==> config.mk <==
export PLATFORM = sky130hd
export DESIGN_NAME = qword_pack_bridge
export DESIGN_NICKNAME = d
export VERILOG_FILES = /design/src/rtl/qpk_pkg.sv /design/src/rtl/qpk_lane_gather.sv /design/src/rtl/qpk_addr_step.sv /design/src/rtl/qpk_ctrl.sv /design/src/rtl/qword_pack_bridge.sv
export SDC_FILE = /design/constraint.sdc
export NUM_CORES = 1
export LEC_CHECK = 0
export BUFFER_PORTS_ARGS = -buffer_cell sky130_fd_sc_hd__buf_2
export CAP_MARGIN = 40
export CELL_PAD_IN_SITES_DETAIL_PLACEMENT = 0
export CELL_PAD_IN_SITES_GLOBAL_PLACEMENT = 1
export CORE_MARGIN = 10
export CORE_UTILIZATION = 36
export CTS_BUF_LIST = sky130_fd_sc_hd__clkbuf_8 sky130_fd_sc_hd__clkbuf_16
export DETAILED_ROUTE_END_ITERATION = 8
export PLACE_DENSITY_LB_ADDON = 0.05
export SYNTH_ARGS = -nofsm -noshare
export SYNTH_HDL_FRONTEND = slang
export SYNTH_SLANG_ARGS = --single-unit
==> constraint.sdc <==
create_clock -name clk -period 2.5 [get_ports clk]
set_input_delay 0.125 -clock clk [delete_from_list [all_inputs] [get_ports clk]]
set_output_delay 0.125 -clock clk [all_outputs]
set_load 0.01 [all_outputs]
==> src/rtl/qpk_pkg.sv <==
package qpk_pkg;
    typedef enum logic [1:0] {
        QP_GATHER = 2'd0,
        QP_ISSUE  = 2'd1,
        QP_DONE   = 2'd2
    } qp_state_e;
endpackage

==> src/rtl/qpk_lane_gather.sv <==
module qpk_lane_gather #(
    parameter int WORD_W = 32,
    parameter int LANES  = 4,
    localparam int IDX_W  = (LANES > 1) ? $clog2(LANES) : 1,
    localparam int LINE_W = WORD_W * LANES
) (
    input  logic              clk,
    input  logic              rst_n,
    input  logic              take,
    input  logic [WORD_W-1:0] word,
    input  logic              clear,
    output logic [LINE_W-1:0] line,
    output logic [LANES-1:0]  fill,
    output logic              at_top
);
    logic [IDX_W-1:0] idx_q;

    always_ff @(posedge clk) begin
        if (!rst_n || clear) begin
            idx_q <= '0;
        end else if (take && (idx_q != IDX_W'(LANES - 1))) begin
            idx_q <= idx_q + IDX_W'(1);
        end
    end

    assign at_top = (idx_q == IDX_W'(LANES - 1));

    for (genvar g = 0; g < LANES; g++) begin : g_lane
        logic [WORD_W-1:0] word_q;
        logic              fill_q;
        always_ff @(posedge clk) begin
            if (!rst_n || clear) begin
                word_q <= '0;
                fill_q <= 1'b0;
            end else if (take && (idx_q == IDX_W'(g))) begin
                word_q <= word;
                fill_q <= 1'b1;
            end
        end
        assign line[g*WORD_W +: WORD_W] = word_q;
        assign fill[g]                  = fill_q;
    end
endmodule

==> src/rtl/qpk_addr_step.sv <==
module qpk_addr_step #(
    parameter int                ADDR_W    = 32,
    parameter int                STEP      = 16,
    parameter logic [ADDR_W-1:0] BASE_ADDR = '0
) (
    input  logic              clk,
    input  logic              rst_n,
    input  logic              advance,
    output logic [ADDR_W-1:0] addr
);
    logic [ADDR_W-1:0] offset_q;

    always_ff @(posedge clk) begin
        if (!rst_n) begin
            offset_q <= '0;
        end else if (advance) begin
            offset_q <= offset_q + ADDR_W'(STEP);
        end
    end

    assign addr = BASE_ADDR + offset_q;
endmodule

==> src/rtl/qpk_ctrl.sv <==
module qpk_ctrl
    import qpk_pkg::*;
(
    input  logic clk,
    input  logic rst_n,
    input  logic in_valid,
    input  logic in_last,
    input  logic lane_top,
    output logic in_ready,
    output logic take,
    output logic issue,
    output logic done
);
    qp_state_e state_q, state_d;
    logic      last_q;

    // state register
    always_ff @(posedge clk) begin
        if (!rst_n) begin
            state_q <= QP_GATHER;
            last_q  <= 1'b0;
        end else begin
            state_q <= state_d;
            if (take && in_last) begin
                last_q <= 1'b1;
            end
        end
    end

    // transitions
    always_comb begin
        state_d = state_q;
        unique case (state_q)
            QP_GATHER: if (in_valid && (in_last || lane_top)) state_d = QP_ISSUE;
            QP_ISSUE:  state_d = last_q ? QP_DONE : QP_GATHER;
            QP_DONE:   state_d = QP_DONE;
            default:   state_d = QP_GATHER;
        endcase
    end

    // outputs
    always_comb begin
        in_ready = 1'b0;
        issue    = 1'b0;
        done     = 1'b0;
        unique case (state_q)
            QP_GATHER: in_ready = 1'b1;
            QP_ISSUE:  issue    = 1'b1;
            QP_DONE:   done     = 1'b1;
            default:   in_ready = 1'b0;
        endcase
        take = in_valid && in_ready;
    end
endmodule

==> src/rtl/qword_pack_bridge.sv <==
module qword_pack_bridge #(
    parameter int                WORD_W    = 32,
    parameter int                LANES     = 4,
    parameter int                ADDR_W    = 32,
    parameter int                ID_W      = 8,
    parameter logic [ADDR_W-1:0] BASE_ADDR = 32'h0000_0100,
    parameter logic [ID_W-1:0]   MASTER_ID = 8'd5,
    localparam int LINE_W = WORD_W * LANES,
    localparam int BE_W   = LINE_W / 8,
    localparam int BPW    = WORD_W / 8,
    localparam int STEP   = BE_W
) (
    input  logic              clk,
    input  logic              rst_n,
    input  logic              in_valid,
    input  logic [WORD_W-1:0] in_data,
    input  logic              in_last,
    output logic              in_ready,
    output logic              wr_en,
    output logic [ADDR_W-1:0] wr_addr,
    output logic [LINE_W-1:0] wr_data,
    output logic [BE_W-1:0]   wr_be,
    output logic [ID_W-1:0]   wr_master_id,
    output logic              last_seen
);
    logic             take, issue, done, lane_top;
    logic [LANES-1:0] fill;

    qpk_ctrl u_ctrl (
        .clk      (clk),
        .rst_n    (rst_n),
        .in_valid (in_valid),
        .in_last  (in_last),
        .lane_top (lane_top),
        .in_ready (in_ready),
        .take     (take),
        .issue    (issue),
        .done     (done)
    );

    qpk_lane_gather #(.WORD_W(WORD_W), .LANES(LANES)) u_gather (
        .clk    (clk),
        .rst_n  (rst_n),
        .take   (take),
        .word   (in_data),
        .clear  (issue),
        .line   (wr_data),
        .fill   (fill),
        .at_top (lane_top)
    );

    qpk_addr_step #(.ADDR_W(ADDR_W), .STEP(STEP), .BASE_ADDR(BASE_ADDR)) u_addr (
        .clk     (clk),
        .rst_n   (rst_n),
        .advance (issue),
        .addr    (wr_addr)
    );

    for (genvar g = 0; g < LANES; g++) begin : g_be
        assign wr_be[g*BPW +: BPW] = {BPW{fill[g]}};
    end

    assign wr_en        = issue;
    assign wr_master_id = MASTER_ID;
    assign last_seen    = done;
endmodule

==> run summary, run 1 <==
VDD IR-drop max = 504 uV
Combinational share of power = 9.8%
Die ar. = 0.0245 mm2
Clk sink count = 165
Number of max-slew violations in the final report = 0
First-pass GRT wire length = 33600 um
Pint = 4.47 mW
Pin count of the biggest net entering global routing = 44
Later-pin clock latency in the skew report = 430 ps
Total track usage = 17.3%
WP data required = 2380 ps
Met1 usage = 20.8%
R2R cell count = 5
Clk root buf = clkbuf_16
DR DRC count = 0
Yosys cell types = 40
Leak = 3.77 nW
Sequential area share after synthesis = 49.3%
Crit path DAT = 2230 ps
Clk_skew = 9.75 ps
Met2 GRT Util = 28.1%
Post-Syn Area = 0.00670 mm2
Initial DRC count = 279
Crit start category = flop
Worst hold path stage count = 2
CTS-repair resized insts = 0
Pre-antenna DRT Iters = 4
Status = finished clean
Clock power frac = 44.4%
Number of I/O pins = 223
WS Path Type = flop to output port
Non-Filler Instances = 1287
Row cnt = 49
Tcrit/Tclk final = 94.3%
DP Area = 0.00778 mm2
WL final = 21800 um
Critical path capture point type = output port
Post-route design area = 0.00872 mm2
Seq pwr share = 45.8%
Final min period = 2360 ps
Global Route met3 Usage = 6.61%
Die height = 156 um
Fmax achieved = 424 MHz
Worst-path maximum fanout = 9
Total power divided by cell area = 691 mW/mm2
Top Usage Layer GRT = met2
Remaining global-route overflow = 0
Initial Util = 36.9%
CTS H-tree lvls = 4
DIE WIDTH = 156 um
NetSw = 1.55 mW
PnR Total Power = 6.02 mW
Initial antenna violation count = 0
Final number of hold-violating endpoints = 0
Fin nets = 1086
Core box area = 0.0181 mm2
Mean post-synth cell area = 7.90 um2
Wirelength per Cell = 16.9 um
Area delta synth->final = 30.2%
TritonCTS clock tree = done
Yosys reg bits = 165
CTS clock-pin slew for the worst setup and hold paths = 70 ps
Syn. warnings = 0
MaxCap Viol Count = 0
Routability cong. = 0.757
Setup violations, final = 0
Vias in the first global route = 6035
CTS max path bufs = 2
Number of instances in the placed design = 1221
Via density = 4.77
RSZ-0062 raised after global routing = true
Sw Ratio = 25.8%
Detail Route Antenna Nets = 0
Relative slew slack = 55.6%
Layout cells sized above 1 = 24.9%
Syn Inst Count = 848
Filler cells = 1863
Port buffer count = 210
Worst Tran Pin Value = 664 ps
Via count = 6138
Num CTS Buffers = 17
Min-Delay Path Class = input port to flop
HPWL Detailed = 15200 um
==> final cells by class <==
| type | count | area (um2) | area share [%] |
|---|---|---|---|
| Inverter | 5 | 18.8 | 0.215 |
| Timing Repair Buffer | 260 | 1580 | 18.2 |
| Antenna cell | 1 | 2.50 | 0.0287 |
| Tap cell | 229 | 287 | 3.29 |
| Sequential cell | 165 | 3300 | 37.9 |
| Multi-Input combinational cell | 595 | 2920 | 33.5 |
| Clock inverter | 13 | 149 | 1.71 |
| Clock buffer | 19 | 453 | 5.20 |
==> repair_timing <==
action                     in CTS  in global routing
setup endpoints to repair       0                  1
hold buffers                   33                  0
hold endpoints to repair      130                  0
setup buffers                   0                  0
==> power groups by stage <==
stage | combinational (mW) | clock (mW) | sequential (mW)
global placement | 0.557 | 0 | 2.82
detailed placement | 0.556 | 0 | 2.82
global route | 0.656 | 2.84 | 2.77
CTS | 0.598 | 2.74 | 2.76
finish | 0.589 | 2.68 | 2.76
floorplan | 0.284 | 0 | 2.85
==> layout by cell type (no fill, tap or decap), types with 2 or more instances in the layout <==
| cell | synthesis | routed |
|---|---|---|
| dfxtp_1 | 165 | 165 |
| buf_12 | 0 | 6 |
| inv_8 | 0 | 2 |
| nand2_1 | 278 | 278 |
| o21ai_0 | 4 | 4 |
| conb_1 | 2 | 12 |
| o31ai_1 | 8 | 8 |
| xnor2_1 | 12 | 12 |
| nand2b_1 | 3 | 2 |
| buf_2 | 12 | 210 |
| and2_1 | 6 | 6 |
| clkinvlp_4 | 0 | 3 |
| nor4_1 | 5 | 5 |
| dlygate4sd3_1 | 0 | 33 |
| buf_4 | 36 | 11 |
| or3_1 | 7 | 7 |
| clkbuf_16 | 0 | 17 |
| bufinv_16 | 0 | 2 |
| nand3_1 | 12 | 12 |
| and4_1 | 2 | 2 |
| ha_1 | 6 | 6 |
| a21oi_1 | 143 | 143 |
| nor3_1 | 3 | 3 |
| xor2_1 | 21 | 21 |
| clkbuf_8 | 0 | 2 |
| nor2b_1 | 3 | 3 |
| inv_1 | 4 | 5 |
| and3_1 | 3 | 3 |
| nor2_1 | 32 | 32 |
| nand4_1 | 8 | 8 |
| mux2i_1 | 5 | 5 |
| clkinv_4 | 0 | 3 |
| or4_1 | 10 | 10 |
==> synth_stat cells <==
cell type | n | area, um2
o31ai_1 | 8 | 60.1
nor4_1 | 5 | 31.3
and4b_1 | 1 | 10.0
xnor2_1 | 12 | 105
inv_2 | 1 | 3.75
buf_2 | 12 | 60.1
or4b_1 | 1 | 10.0
and4_1 | 2 | 17.5
a21oi_1 | 143 | 716
nand2b_1 | 3 | 18.8
xor2_1 | 21 | 184
nor2b_1 | 3 | 18.8
nor2_1 | 32 | 120
or3_1 | 7 | 43.8
inv_1 | 4 | 15.0
or4_4 | 1 | 11.3
ha_1 | 6 | 75.1
nor3b_1 | 1 | 7.51
dfxtp_1 | 165 | 3300
nand4_2 | 1 | 12.5
o21ai_0 | 4 | 20.0
nand3_1 | 12 | 60.1
conb_1 | 2 | 7.51
o41ai_1 | 1 | 8.76
nand4_1 | 8 | 50.1
and3_1 | 3 | 18.8
buf_1 | 4 | 15.0
o21a_1 | 1 | 7.51
buf_4 | 36 | 270
mux2i_1 | 5 | 50.1
or4_1 | 10 | 75.1
and2_0 | 1 | 6.26
o211a_1 | 1 | 10.0
nor3_1 | 3 | 15.0
or2_2 | 1 | 6.26
nand3b_1 | 1 | 7.51
nand2_1 | 278 | 1040
and2_1 | 6 | 37.5
o31a_1 | 1 | 8.76
clkbuf_1 | 41 | 154
==> through the flow <==
| stage | hold slack (ps) | util, % | worst slack, ps | setup TNS [ps] |
|---|---|---|---|---|
| 6_report | 74.2 | 48.0 | 144 | 0 |
| 3_3_place_gp | 403 | 42.9 | 488 | 0 |
| 3_5_place_dp | 407 | 42.9 | 463 | 0 |
| 5_1_grt | 92.8 | 48.0 | -5.53 | -5.53 |
| 2_1_floorplan | 261 | - | 714 | 0 |
| 4_1_cts | 69.5 | 48.0 | 147 | 0 |
==> worst max-delay path, stage by stage, from the launching register on <==
cell	delay, ps
dfxtp_1	380
ha_1	220
and3_1	320
nand3_1	350
nor2_1	230
xor2_1	150
buf_2	150
==> layer usage <==
| layer | wire, um | part of all wire, % | vias to the layer above |
|---|---|---|---|
| met1 | 9510 | 44 | 2836 |
| met4 | 246 | 1.1 | 0 |
| met5 | 0 | 0 | - |
| met3 | 1750 | 8.0 | 16 |
| met2 | 10300 | 47 | 151 |
| li1 | - | - | 3135 |
==> cell families after synthesis <==
family                   share of synthesized area, %
AO/OA/AOI/OAI                                    12.4
other                                           0.112
multiplexers                                    0.748
buffers and inverters                            7.74
AND/OR/NAND/NOR                                  24.2
adder cells (fa/ha/maj)                          1.12
flip-flops                                       49.3
XOR/XNOR                                         4.32
==> worst paths after layout <==
kind	endpoint	from	slack, ps
setup / recovery	wr_addr[26]	u_addr.offset_q[8]	140
hold / removal	u_addr.offset_q[31]	rst_n	70
setup reg to reg	u_addr.offset_q[26]	u_addr.offset_q[8]	410
hold reg to reg	u_gather.g_lane[0].word_q[31]	u_gather.g_lane[0].word_q[31]	450
==> flip-flops by register name, summed over array words and instances (netlist names) <==
signal	count
u_ctrl.state_q	2
u_addr.offset_q	28
u_gather.g_lane.word_q	128
u_gather.idx_q	2
u_ctrl.last_q	1
u_gather.g_lane.fill_q	4
No activity file was read; power rests on OpenSTA's default activity.
==> inputs of run 2 (changes only) <==
--- a/config.mk
+++ b/config.mk
@@ -12,3 +12,3 @@
 export CORE_MARGIN = 10
-export CORE_UTILIZATION = 36
+export CORE_UTILIZATION = 38
 export CTS_BUF_LIST = sky130_fd_sc_hd__clkbuf_8 sky130_fd_sc_hd__clkbuf_16
@@ -18,2 +18,4 @@
 export SYNTH_HDL_FRONTEND = slang
+export SYNTH_HIERARCHICAL = 1
 export SYNTH_SLANG_ARGS = --single-unit
+export TNS_END_PERCENT = 20
==> constraint.sdc (replaced) <==
create_clock -name clk -period 2.5 [get_ports clk]
set_input_delay 0.25 -clock clk [delete_from_list [all_inputs] [get_ports clk]]
set_output_delay 0.25 -clock clk [all_outputs]
set_load 0.01 [all_outputs]
==> run 2 against run 1 <==
Compared with the run above: clock-buffer cell count fell by 2; combinational power barely moved; wire length rose by 0.47%; critical endpoint is now wr_addr[27].
==> run summary, run 2 <==
Status = finished clean
Via density = 4.73 (-0.82%)
R2R cell count = 5 (unchanged)
Worst reg2reg setup slack = 450 ps (+40 ps)
Crit start category = flop
Layout cells sized above 1 = 39.0% (+14 points)
Number of max-slew violations in the final report = 0 (unchanged)
EDFF count, synth = 0 (unchanged)
Pin count of the biggest net entering global routing = 40 (-9.1%)
DR DRC count = 0 (unchanged)
Mean post-synth cell area = 8.66 um2 (+9.7%)
Top Usage Layer GRT = met2
Die ar. = 0.0253 mm2 (+3.5%)
Worst Tran Pin Value = 809 ps (+145 ps)
CTS max path bufs = 2 (unchanged)
Routability cong. = 0.834 (+10%)
Top reg by flops = u_gather/g_lane.word_q
Final number of hold-violating endpoints = 0 (unchanged)
Worst-path maximum fanout = 8 (-1)
RSZ-0062 raised after global routing = true
Wirelength per Cell = 16.9 um (about the same)
Total power divided by cell area = 667 mW/mm2 (-3.5%)
Met2 GRT Util = 26.5% (-1.6 points)
Worst hold slack = 102 ps (+27.9 ps)
Number of I/O pins = 223 (unchanged)
Critical path capture point type = output port
Via count = 6116 (-0.36%)
Max reg flops = 128 (unchanged)
Syn Inst Count = 849 (+0.12%)
Sequential area share after synthesis = 44.9% (-4.4 points)
HPWL Detailed = 15600 um (+3.0%)
Worst R2R Start = u_ctrl/state_q[0]
Post-route design area = 0.00891 mm2 (+2.2%)
WS Path Type = flop to output port
Reg2reg end = u_addr/offset_q[27]
Clk_skew = 11.4 ps (+1.61 ps)
Port buffer count = 210 (unchanged)
Remaining global-route overflow = 0 (unchanged)
WL final = 21900 um (+0.47%)
Top-count cell post-synth = nand2_1
Clk root buf = clkbuf_16
Relative slew slack = 46.0% (-9.6 points)
Min-Delay Path Class = input port to flop
DIE WIDTH = 159 um (+1.7%)
CTS H-tree lvls = 4 (unchanged)
VDD IR-drop max = 464 uV (-8.0%)
Leak = 3.65 nW (-3.0%)
Yosys reg bits = 165 (unchanged)
DP Area = 0.00829 mm2 (+6.6%)
Total track usage = 16.9% (-0.39 points)
Worst path slowest cell = or4_4
Area delta synth->final = 21.2%
Final WS setup = 129 ps (-14.4 ps)
Final min period = 2370 ps (+14.4 ps)
Place WS = 307 ps (-156 ps)
Fmax achieved = 422 MHz (-0.61%)
Post-Syn Area = 0.00735 mm2 (+9.8%)
Commonest non-fill, non-tap cell in the layout = nand2_1
Biggest registers after layout = u_gather/g_lane.word_q: 128 flops, u_addr/offset_q: 28 flops, u_gather/g_lane.fill_q: 4 flops
Setup violations, final = 0 (unchanged)
Later-pin clock latency in the skew report = 420 ps (about the same)
Async SR Flop Fraction = 0% (unchanged)
Num CTS Buffers = 17 (unchanged)
Largest stage delay on the critical path = 580 ps (+200 ps)
CTS hold repair buffers = 0 (-100%)
Core box area = 0.0189 mm2 (+4.1%)
Leading post-synthesis cells by cell area = dfxtp_1, nand2_1, a21oi_2
CTS clock-pin slew for the worst setup and hold paths = 70 ps (about the same)
Dominant cell type by area after synthesis = dfxtp_1
Vias in the first global route = 6033 (-0.033%)
Highest-count cells in the layout ignoring fill and taps = nand2_1, buf_2, dfxtp_1
Initial antenna violation count = 0 (unchanged)
Crit path cell chain = nand4_1 -> or4_4 -> nor3_1 -> xor2_1 -> buf_2
Pre-antenna DRT Iters = 4 (unchanged)
Most used DFF post-synth = dfxtp_1
Global Route met3 Usage = 4.67% (-1.9 points)
Worst hold path stage count = 2 (unchanged)
Yosys cell types = 39 (-2.5%)
Top post-synthesis cells by count = nand2_1, dfxtp_1, a21oi_2
TNS Setup = 0 ps (unchanged)
Row cnt = 50 (+2.0%)
Detail Route Antenna Nets = 0 (unchanged)
First-pass GRT wire length = 34900 um (+3.8%)
Crit path launch = u_addr/offset_q[18]
Antenna Cells = 0 (-1)
Fin nets = 1063 (-2.1%)
WP data required = 2250 ps (-130 ps)
Crit path DAT = 2120 ps (-110 ps)
TritonCTS clock tree = done
Met1 usage = 22.1% (+1.3 points)
Syn. warnings = 6 (+6)
Worst setup endpoint = wr_addr[27]
Initial DRC count = 230 (-18%)
Tcrit/Tclk final = 94.8% (+0.58 points)
Synth top area share = 44.9% (-4.4 points)
Clk sink count = 165 (unchanged)
MaxCap Viol Count = 0 (unchanged)
Initial Util = 38.9% (+2.0 points)
Die height = 159 um (+1.7%)
run 2: changes by cell type in the layout (fill, tap and decap cells not counted), sizes merged, moves of 5 or more:
| cell | previous run | this run |
|---|---|---|
| dlygate4sd3 | 33 | 0 |
| nand3 | 12 | 6 |
| xor2 | 21 | 16 |
| o31ai | 8 | 2 |
| xnor2 | 12 | 19 |
| buf | 227 | 236 |
| nand4 | 9 | 18 |
run 2: area by class of cell:
| cell class | instances | area [um2] |
|---|---|---|
| Clock buffer | 17 | 425 |
| Clock inverter | 14 | 151 |
| Fill cell | 1984 | 9990 |
| Inverter | 4 | 15.0 |
| Multi-Input combinational cell | 597 | 3380 |
| Sequential cell | 165 | 3310 |
| Tap cell | 260 | 325 |
| Timing Repair Buffer | 236 | 1300 |
run 2: how the worst min path moves through the flow:
stage | from | slack, ps | end
floorplan | rst_n | 370 | u_ctrl/state_q[1]
global placement | u_gather/g_lane[2].word_q[31] | 440 | u_gather/g_lane[2].word_q[31]
detailed placement | u_gather/g_lane[2].word_q[31] | 440 | u_gather/g_lane[2].word_q[31]
CTS | in_last | 80 | u_ctrl/state_q[0]
global route | in_data[10] | 90 | u_gather/g_lane[3].word_q[10]
finish | in_last | 100 | u_ctrl/state_q[0]
run 2: critical path, delay by kind of cell, from the launching register on:
family                 cells  cell delay, ps
XOR/XNOR                   1             170
AND/OR/NAND/NOR            3             970
flip-flops                 1             420
buffers and inverters      1             150
run 2: cells by family (layout without fill, tap and decap cells):
group,Yosys count,after routing,synth area share [%]
buffers and inverters,96,271,9.80
multiplexers,6,6,0.817
other,3,12,0.153
flip-flops,165,165,44.9
XOR/XNOR,35,35,4.17
AO/OA/AOI/OAI,151,151,16.5
adder cells (fa/ha/maj),6,6,1.02
AND/OR/NAND/NOR,387,387,22.6
run 2: power breakdown:
group	internal (mW)	total, mW	leakage (nW)	switching [mW]
Clock	1.48	2.59	0.274	1.12
Sequential	2.71	2.75	1.34	0.0448
Combinational	0.195	0.592	2.04	0.398
Total	4.38	5.94	3.65	1.56
run 2: repair_timing:
action	CTS	global route
gates resized for setup	6	5
setup endpoints to repair	3	6
endpoints found under the hold margin	0	0
buffers inserted	2	0
pin swaps	1	1
run 2: per-stage QoR:
stage	instances	total power [mW]	utilization, %
global placement	1260	3.42	43.9
finish	1293	5.94	47.1
floorplan	858	3.23	-
detailed placement	1260	3.42	43.9
CTS	1293	6.03	47.1
global route	1293	6.20	47.1
run 2: metal layers:
layer	vias to the layer above	wire, um
met3	19	1230
met2	169	10100
met1	2852	10300
met5	-	0
met4	0	246
li1	3076	-
